**config.mk**
```make
export PLATFORM = sky130hd
export DESIGN_NAME = halt_xnet
export DESIGN_NICKNAME = d
export VERILOG_FILES = /design/src/rtl/halt_xnet_pkg.sv /design/src/rtl/halt_xnet_cfg.sv /design/src/rtl/halt_xnet_route.sv /design/src/rtl/halt_xnet_outreg.sv /design/src/rtl/halt_xnet.sv
export SDC_FILE = /design/constraint.sdc
export NUM_CORES = 1
export LEC_CHECK = 0
export ABC_AREA = 1
export CORE_ASPECT_RATIO = 1.4
export CORE_MARGIN = 4
export CORE_UTILIZATION = 47
export DETAILED_ROUTE_END_ITERATION = 8
export PLACE_DENSITY_LB_ADDON = 0.2
export SLEW_MARGIN = 20
export SYNTH_ARGS = -nofsm -noshare
export SYNTH_HDL_FRONTEND = slang
export SYNTH_HIERARCHICAL = 1
export SYNTH_SLANG_ARGS = --single-unit
```
**constraint.sdc**
```tcl
create_clock -name clk -period 1 [get_ports clk]
set_input_delay 0.2 -clock clk [delete_from_list [all_inputs] [get_ports clk]]
set_output_delay 0.2 -clock clk [all_outputs]
set_load 0.01 [all_outputs]
```
**src/rtl/halt_xnet_pkg.sv**
```systemverilog
package halt_xnet_pkg;

  // Link setting; bit positions are part of the register interface.
  typedef struct packed {
    logic dbg_out_en;   // [3] send debug level
    logic stall_in_en;  // [2] accept stall
    logic brk_out_en;   // [1] send break
    logic brk_in_en;    // [0] accept break
  } link_cfg_t;

  localparam int unsigned LINK_W = $bits(link_cfg_t);

  // True when any source other than 'self' is active (sources limited to 32).
  function automatic logic others_any(input logic [31:0] src,
                                      input int unsigned n,
                                      input int unsigned self);
    logic hit;
    hit = 1'b0;
    for (int unsigned i = 0; i < 32; i++) begin
      if (i < n && i != self && src[i]) hit = 1'b1;
    end
    return hit;
  endfunction

endpackage

```
**src/rtl/halt_xnet_cfg.sv**
```systemverilog
module halt_xnet_cfg
  import halt_xnet_pkg::*;
#(
  parameter int unsigned N     = 4,
  parameter int unsigned IDX_W = 2
) (
  input  logic              clk,
  input  logic              rst_n,
  input  logic              cfg_we,
  input  logic [IDX_W-1:0]  cfg_addr,
  input  logic [LINK_W-1:0] cfg_wdata,
  output logic [LINK_W-1:0] cfg_rdata,
  output logic [N-1:0]      brk_in_en,
  output logic [N-1:0]      brk_out_en,
  output logic [N-1:0]      stall_in_en,
  output logic [N-1:0]      dbg_out_en
);
  link_cfg_t cfg_q [N];

  always_ff @(posedge clk or negedge rst_n) begin
    if (!rst_n) begin
      for (int i = 0; i < N; i++) cfg_q[i] <= '0;
    end else if (cfg_we && (int'(cfg_addr) < N)) begin
      cfg_q[cfg_addr] <= link_cfg_t'(cfg_wdata);
    end
  end

  always_comb begin
    cfg_rdata = '0;
    if (int'(cfg_addr) < N) cfg_rdata = cfg_q[cfg_addr];
  end

  for (genvar g = 0; g < N; g++) begin : g_fan
    assign brk_in_en[g]   = cfg_q[g].brk_in_en;
    assign brk_out_en[g]  = cfg_q[g].brk_out_en;
    assign stall_in_en[g] = cfg_q[g].stall_in_en;
    assign dbg_out_en[g]  = cfg_q[g].dbg_out_en;
  end
endmodule

```
**src/rtl/halt_xnet_route.sv**
```systemverilog
module halt_xnet_route
  import halt_xnet_pkg::*;
#(
  parameter int unsigned N = 4
) (
  input  logic [N-1:0] core_dbg_mode,
  input  logic [N-1:0] core_brk_out,
  input  logic [N-1:0] core_trig_out,
  input  logic [N-1:0] brk_in_en,
  input  logic [N-1:0] brk_out_en,
  input  logic [N-1:0] stall_in_en,
  input  logic [N-1:0] dbg_out_en,
  output logic [N-1:0] brk_hit,
  output logic [N-1:0] stall_hit,
  output logic [N-1:0] trig_hit
);
  logic [31:0] brk_src, dbg_src, trig_src;

  assign brk_src  = 32'(core_brk_out & brk_out_en);
  assign dbg_src  = 32'(core_dbg_mode & dbg_out_en);
  assign trig_src = 32'(core_trig_out & brk_out_en);

  for (genvar j = 0; j < N; j++) begin : g_dst
    assign brk_hit[j]   = brk_in_en[j] & others_any(brk_src, N, j);
    assign stall_hit[j] = stall_in_en[j] & ~core_dbg_mode[j]
                          & others_any(dbg_src, N, j);
    assign trig_hit[j]  = brk_in_en[j] & others_any(trig_src, N, j);
  end
endmodule

```
**src/rtl/halt_xnet_outreg.sv**
```systemverilog
module halt_xnet_outreg #(
  parameter int unsigned N = 4
) (
  input  logic         clk,
  input  logic         rst_n,
  input  logic [N-1:0] core_dbg_mode,
  input  logic [N-1:0] brk_hit,
  input  logic [N-1:0] stall_hit,
  input  logic [N-1:0] trig_hit,
  output logic [N-1:0] brk_req,
  output logic [N-1:0] run_stall,
  output logic [N-1:0] trig_in
);
  always_ff @(posedge clk or negedge rst_n) begin
    if (!rst_n) begin
      brk_req   <= '0;
      run_stall <= '0;
      trig_in   <= '0;
    end else begin
      // entry into debug mode acknowledges and wins over a new break
      brk_req   <= (brk_req | brk_hit) & ~core_dbg_mode;
      run_stall <= stall_hit;
      trig_in   <= trig_hit;
    end
  end
endmodule

```
**src/rtl/halt_xnet.sv**
```systemverilog
module halt_xnet
  import halt_xnet_pkg::*;
#(
  parameter int unsigned N     = 4,
  parameter int unsigned IDX_W = (N > 1) ? $clog2(N) : 1
) (
  input  logic              clk,
  input  logic              rst_n,
  input  logic              cfg_we,
  input  logic [IDX_W-1:0]  cfg_addr,
  input  logic [3:0]        cfg_wdata,
  output logic [3:0]        cfg_rdata,
  input  logic [N-1:0]      core_dbg_mode,
  input  logic [N-1:0]      core_brk_out,
  input  logic [N-1:0]      core_trig_out,
  output logic [N-1:0]      brk_req,
  output logic [N-1:0]      run_stall,
  output logic [N-1:0]      trig_in
);
  logic [N-1:0] brk_in_en, brk_out_en, stall_in_en, dbg_out_en;
  logic [N-1:0] brk_hit, stall_hit, trig_hit;

  halt_xnet_cfg #(.N(N), .IDX_W(IDX_W)) cfg_i (
    .clk(clk), .rst_n(rst_n), .cfg_we(cfg_we), .cfg_addr(cfg_addr),
    .cfg_wdata(cfg_wdata), .cfg_rdata(cfg_rdata),
    .brk_in_en(brk_in_en), .brk_out_en(brk_out_en),
    .stall_in_en(stall_in_en), .dbg_out_en(dbg_out_en)
  );

  halt_xnet_route #(.N(N)) route_i (
    .core_dbg_mode(core_dbg_mode), .core_brk_out(core_brk_out),
    .core_trig_out(core_trig_out),
    .brk_in_en(brk_in_en), .brk_out_en(brk_out_en),
    .stall_in_en(stall_in_en), .dbg_out_en(dbg_out_en),
    .brk_hit(brk_hit), .stall_hit(stall_hit), .trig_hit(trig_hit)
  );

  halt_xnet_outreg #(.N(N)) out_i (
    .clk(clk), .rst_n(rst_n), .core_dbg_mode(core_dbg_mode),
    .brk_hit(brk_hit), .stall_hit(stall_hit), .trig_hit(trig_hit),
    .brk_req(brk_req), .run_stall(run_stall), .trig_in(trig_in)
  );
endmodule

```
-- After elaboration in Yosys (flattened, before gate mapping)
Index checks and enable logic that the tools add are counted.
- reduce and logical (&&, ||, !) cells: 1
- $lt $le $gt $ge: 2
- bitwise logic cells: 27
- muxes and demuxes: 33
- operators by type and width (cell ; count):
    $mux W1 ; 27
    $and A1 B1 Y1 ; 16
    $and A4 B4 Y4 ; 4
    $bwmux W16 ; 1
    $mux W4 ; 3
    $bmux W4 S2 ; 1
    $demux W4 S2 ; 1
    $not A1 Y1 ; 4
    $not A4 Y4 ; 1
    $or A4 B4 Y4 ; 1
    $ge A3 B3 Y1 const B ; 1
    $lt A3 B1 Y1 const B ; 1
    $not A2 Y3 ; 1
    $logic_and A1 B1 Y1 ; 1
- flip-flop bits (word level): 28
- word-level logic and storage cells: 82
- input bits: 21

-- Depth between registers and ports, before layout
- depth in word-level cells: 7
- gate-level depth with buffers: 6
- mapped depth without buffers: 6

-- Cells and area by module
Netlist, hierarchy kept.
- by module, submodules not included (module ; times used ; sequential area each (sq um) ; cells an instance ; area an instance (sq um)):
    halt_xnet_cfg ; 1 ; 400.4 ; 113 ; 805.8
    halt_xnet_outreg ; 1 ; 300.3 ; 20 ; 330.3
    halt_xnet_route ; 1 ; 0.0 ; 56 ; 230.2

-- Worst setup path before layout
No wires, ideal clock.
- kind: register to register
- start: register cfg_i.cfg_q, in the netlist cfg_i/brk_out_en[2]
- end: register out_i.brk_req[1]
- clock period less this slack: 0.863 ns
- library setup time: 0.116 ns
- data required time: 0.884 ns
- cell stages (with the launch flop): 7
- slack: 0.137 ns
- arrival time: 0.747 ns
- cell sequence: dfrtp_1 -> nand2_1 -> nand3_1 -> nand2_1 -> inv_1 -> nor2_1 -> nor2_1
- cells in the longest elaborated chain, start to end: 6
- ends and longest elaborated chain (what ; RTL line ; source):
    start: declaration ; halt_xnet_cfg.sv:18 ; link_cfg_t cfg_q [N];
    start signal: indexed assignment ; halt_xnet_cfg.sv:24 ; cfg_q[cfg_addr] <= link_cfg_t'(cfg_wdata);
    $and A4 B4 Y4 ; halt_xnet_route.sv:19 ; assign brk_src = 32'(core_brk_out & brk_out_en);
    $mux W1 (2 in a row) ; halt_xnet_pkg.sv:20 ; if (i < n && i != self && src[i]) hit = 1'b1;
    $and A1 B1 Y1 ; halt_xnet_route.sv:24 ; assign brk_hit[j] = brk_in_en[j] & others_any(brk_src, N, j);
    named net brk_hit[1] ; halt_xnet.sv:21 ; logic [N-1:0] brk_hit, stall_hit, trig_hit;
    $or A4 B4 Y4 ; halt_xnet_outreg.sv:21 ; brk_req <= (brk_req | brk_hit) & ~core_dbg_mode;
    $and A4 B4 Y4 ; halt_xnet_outreg.sv:21 ;
    end signal: assignment ; halt_xnet_outreg.sv:21 ;
    end: declaration ; halt_xnet_outreg.sv:10 ; output logic [N-1:0] brk_req,
The timed path passes the listed nets, and every way through them passes these cells.
A chain may end at the register's enable or synchronous reset.

-- Worst setup path in the final report
- start: register cfg_i.cfg_q, in the netlist cfg_i/stall_in_en[0]
- end: output port cfg_rdata[2]
- cells in the longest elaborated chain, start to end: 3
- ends and longest elaborated chain (what ; RTL line ; source):
    $bmux W4 S2 ; halt_xnet_cfg.sv:30 ; if (int'(cfg_addr) < N) cfg_rdata = cfg_q[cfg_addr];
    $mux W4 (implied by the code) (2 in a row) ; halt_xnet_cfg.sv:30 ;
    end: declaration ; halt_xnet.sv:12 ; output logic [3:0] cfg_rdata,
No other way between the ends. The select of a mux whose other input is x is not followed.

==> summary.md <==
| Metric | Value |
|---|---|
| Outcome | finished with violations |
| Failing checks | setup timing |
| Placed cell areas | 1990 um^2 |
| Final period util | 1.34 |
| ANT nets after route | 0 |
| Post-synthesis net count | 210 |
| CP peak stage delay | 0.43 ns |
| Worst Clk Skew | 0.00225 ns |
| Number of placed I/O pins | 37 |
| DRC viols | 0 |
| Slew of the pin with the lowest slew margin | 0.291 ns |
| Post-synth cell types | 13 |
| Syn Std Cell Area | 1370 um^2 |
| Endpoints failing setup | 24 |
| # port buffers | 36 |
| Peak VDD IR | 1400 uV |
| All-Layer GR Usage | 0.225 |
| Hold_ws | 0.207 ns |
| Clock insertion delay at the later pin of the skew report | 0.33 ns |
| H-tree lvl count | 1 |
| Area delta synth->final | 55.1% |
| Mapped Avg Cell Area | 7.23 um^2 |
| Detailed Place HPWL | 2.99 mm |
| Total Routed Length | 4.14 mm |
| Slowest cell on crit path | dfrtp_1 |
| Most common cell after layout, fill and taps aside | nand2_1 |
| Fin. max-slew vios | 0 |
| Flop2flop setup slack | -0.11 ns |
| Seq/Total Area, Yosys | 0.513 |
| Max-slew headroom | 0.806 |
| Core area | 2700 um^2 |
| Max Cap Viol | 0 |
| Root Driver | clkbuf_4 |
| Wire length per cell | 13.9 um |
| Fin area | 2120 um^2 |
| CTS tree | built |
| Critical path type | reg -> out |
| #FFs+latches synth | 28 |
| Antenna diodes | 0 |
| Total global routing overflow | 0 |
| Vias | 1,516 |
| Share of layout cells above drive strength 1 | 0.313 |
| Hold Vio Cnt, Final | 0 |
| Final RePlAce weighted congestion | 0.942 |
| Initial antenna violation count | 0 |
| Synthesized instance count | 189 |
| Most frequent cells in the layout | nand2_1, buf_4, dfrtp_1 |
| Hold Crit Class | in -> async |
| Crit-path max FO | 2 |
| Iteration-0 DRC Markers | 80 |
| CTS Hold Buffers Added | 0 |
| Worst setup EP type | output port |
| DIE WIDTH | 53.6 um |
| Fmax | 744 MHz |
| Worst-path clk slew | 0.15 ns |
| Via/cell ratio | 5.09 |
| RSZ-0062 raised after global routing | true |
| Final min period | 1.34 ns |
| Synth Warn # | 6 |
| Pwr dens | 1520 nW/um^2 |
| First-pass GRT wire length | 6.41 mm |
| Clk sinks | 28 |
| Largest net degree at the start of global routing | 29 |
| CTS Buf Count | 3 |
| LEAKAGE | 1.29 nW |
| Row Count | 22 |
| WP data arrival | 1.14 ns |
| Number of global-route vias before repair | 1,459 |
| Initial core utilization | 0.506 |
| Worst setup SP type | register |
| Die Outline Area | 3850 um^2 |
| Critical Path, Cell by Cell | nand2_1 -> nand2_1 -> nand2_1 -> nand2_1 -> buf_2 |
| FF-to-FF path depth | 7 |
| Fin nets | 284 |
| CP most frequent cell | nand2_1 |
| Data required, critical path | 0.80 ns |
| First-pass iteration count of the detailed router | 6 |
| Final setup margin | -0.344 ns |
| Bufs on Longest Clock Path | 2 |
| Die height | 71.8 um |
[metrics by stage]
step / setup WS, ns / instances / power [mW] / setup TNS [ns] / util
final: -0.344 / 298 / 3.22 / -2.30 / 0.786
after global routing: -0.414 / 298 / 3.40 / -3.50 / 0.786
after CTS: -0.343 / 295 / 3.12 / -2.18 / 0.758
after detailed placement: -0.914 / 288 / 2.39 / -13.04 / 0.739
after global placement: -0.855 / 288 / 2.35 / -11.93 / 0.739
after floorplan: 0.137 / 189 / 1.80 / 0 / -
[worst paths after layout]
kind | start | to
max | cfg_i/stall_in_en[0]$_DFFE_PN0P_ | cfg_rdata[2]
min | rst_n | out_i/trig_in[1]$_DFF_PN0_
max reg2reg | cfg_i/brk_out_en[2]$_DFFE_PN0P_ | out_i/brk_req[0]$_DFF_PN0_
min reg2reg | cfg_i/brk_in_en[0]$_DFFE_PN0P_ | cfg_i/brk_in_en[0]$_DFFE_PN0P_
max in group asynchronous | rst_n | out_i/brk_req[1]$_DFF_PN0_
min in group clk | core_dbg_mode[3] | out_i/brk_req[3]$_DFF_PN0_
[final cells by class]
type	instances	area (um^2)
Multi-Input combinational cell	135	643
Timing Repair Buffer	73	596
Fill cell	200	578
Tap cell	36	45.0
Inverter	22	82.6
Clock buffer	3	22.5
Clock inverter	1	30.0
Sequential cell	28	701
[power breakdown]
group / internal, mW / total (mW) / switching, mW
Sequential: 1.29 / 1.37 / 0.0822
Combinational: 0.544 / 1.11 / 0.570
Clock: 0.406 / 0.743 / 0.337
Total: 2.24 / 3.22 / 0.989
[synthesized netlist by cell type]
cell      number  area (um^2)
clkbuf_2       1         5.00
buf_4          1         7.51
o21ai_0        4         20.0
nand3_1       26          130
nor2_2         2         12.5
dfrtp_1       28          701
inv_2          1         3.75
nand3_2        1         10.0
nand2_2        2         12.5
nand2_1       87          327
inv_1         21         78.8
buf_2          2         10.0
nor2_1        13         48.8
[what timing repair did]
item,in CTS,in global routing
cloned,0,0
endpoints found under the setup margin,36,28
buffers inserted,3,6
pin swaps,13,12
resized for setup,83,15
endpoints found under the hold margin,0,0
[worst max-delay path: cells and delay by family, from the launching register on]
kind	cells	cell delay [ns]
buffers and inverters	1	0.13
DFF	1	0.43
and+or+nand+nor	4	0.25
[kinds of logic (layout without fill, tap and decap cells)]
kind of cell,after synthesis,in the layout,share of synthesized area
AO/OA/AOI/OAI,4,4,0.0147
buffers and inverters,26,99,0.0769
flip-flops,28,28,0.513
AND/OR/NAND/NOR,131,131,0.396
[metal layers]
| metal | global-route usage | share of wire | wire length [um] |
|---|---|---|---|
| met5 | 0 | 0 | 0 |
| met3 | 0.0395 | 0.072 | 300 |
| met2 | 0.394 | 0.54 | 2220 |
| met1 | 0.256 | 0.37 | 1520 |
| met4 | 0.102 | 0.024 | 99 |
[sequential cells by signal (all words and copies together), names as in the netlist]
signal,cells
cfg_i/brk_in_en,4
out_i/brk_req,4
cfg_i/dbg_out_en,4
out_i/run_stall,4
out_i/trig_in,4
cfg_i/brk_out_en,4
cfg_i/stall_in_en,4
Power figures use the tool's default switching activity.
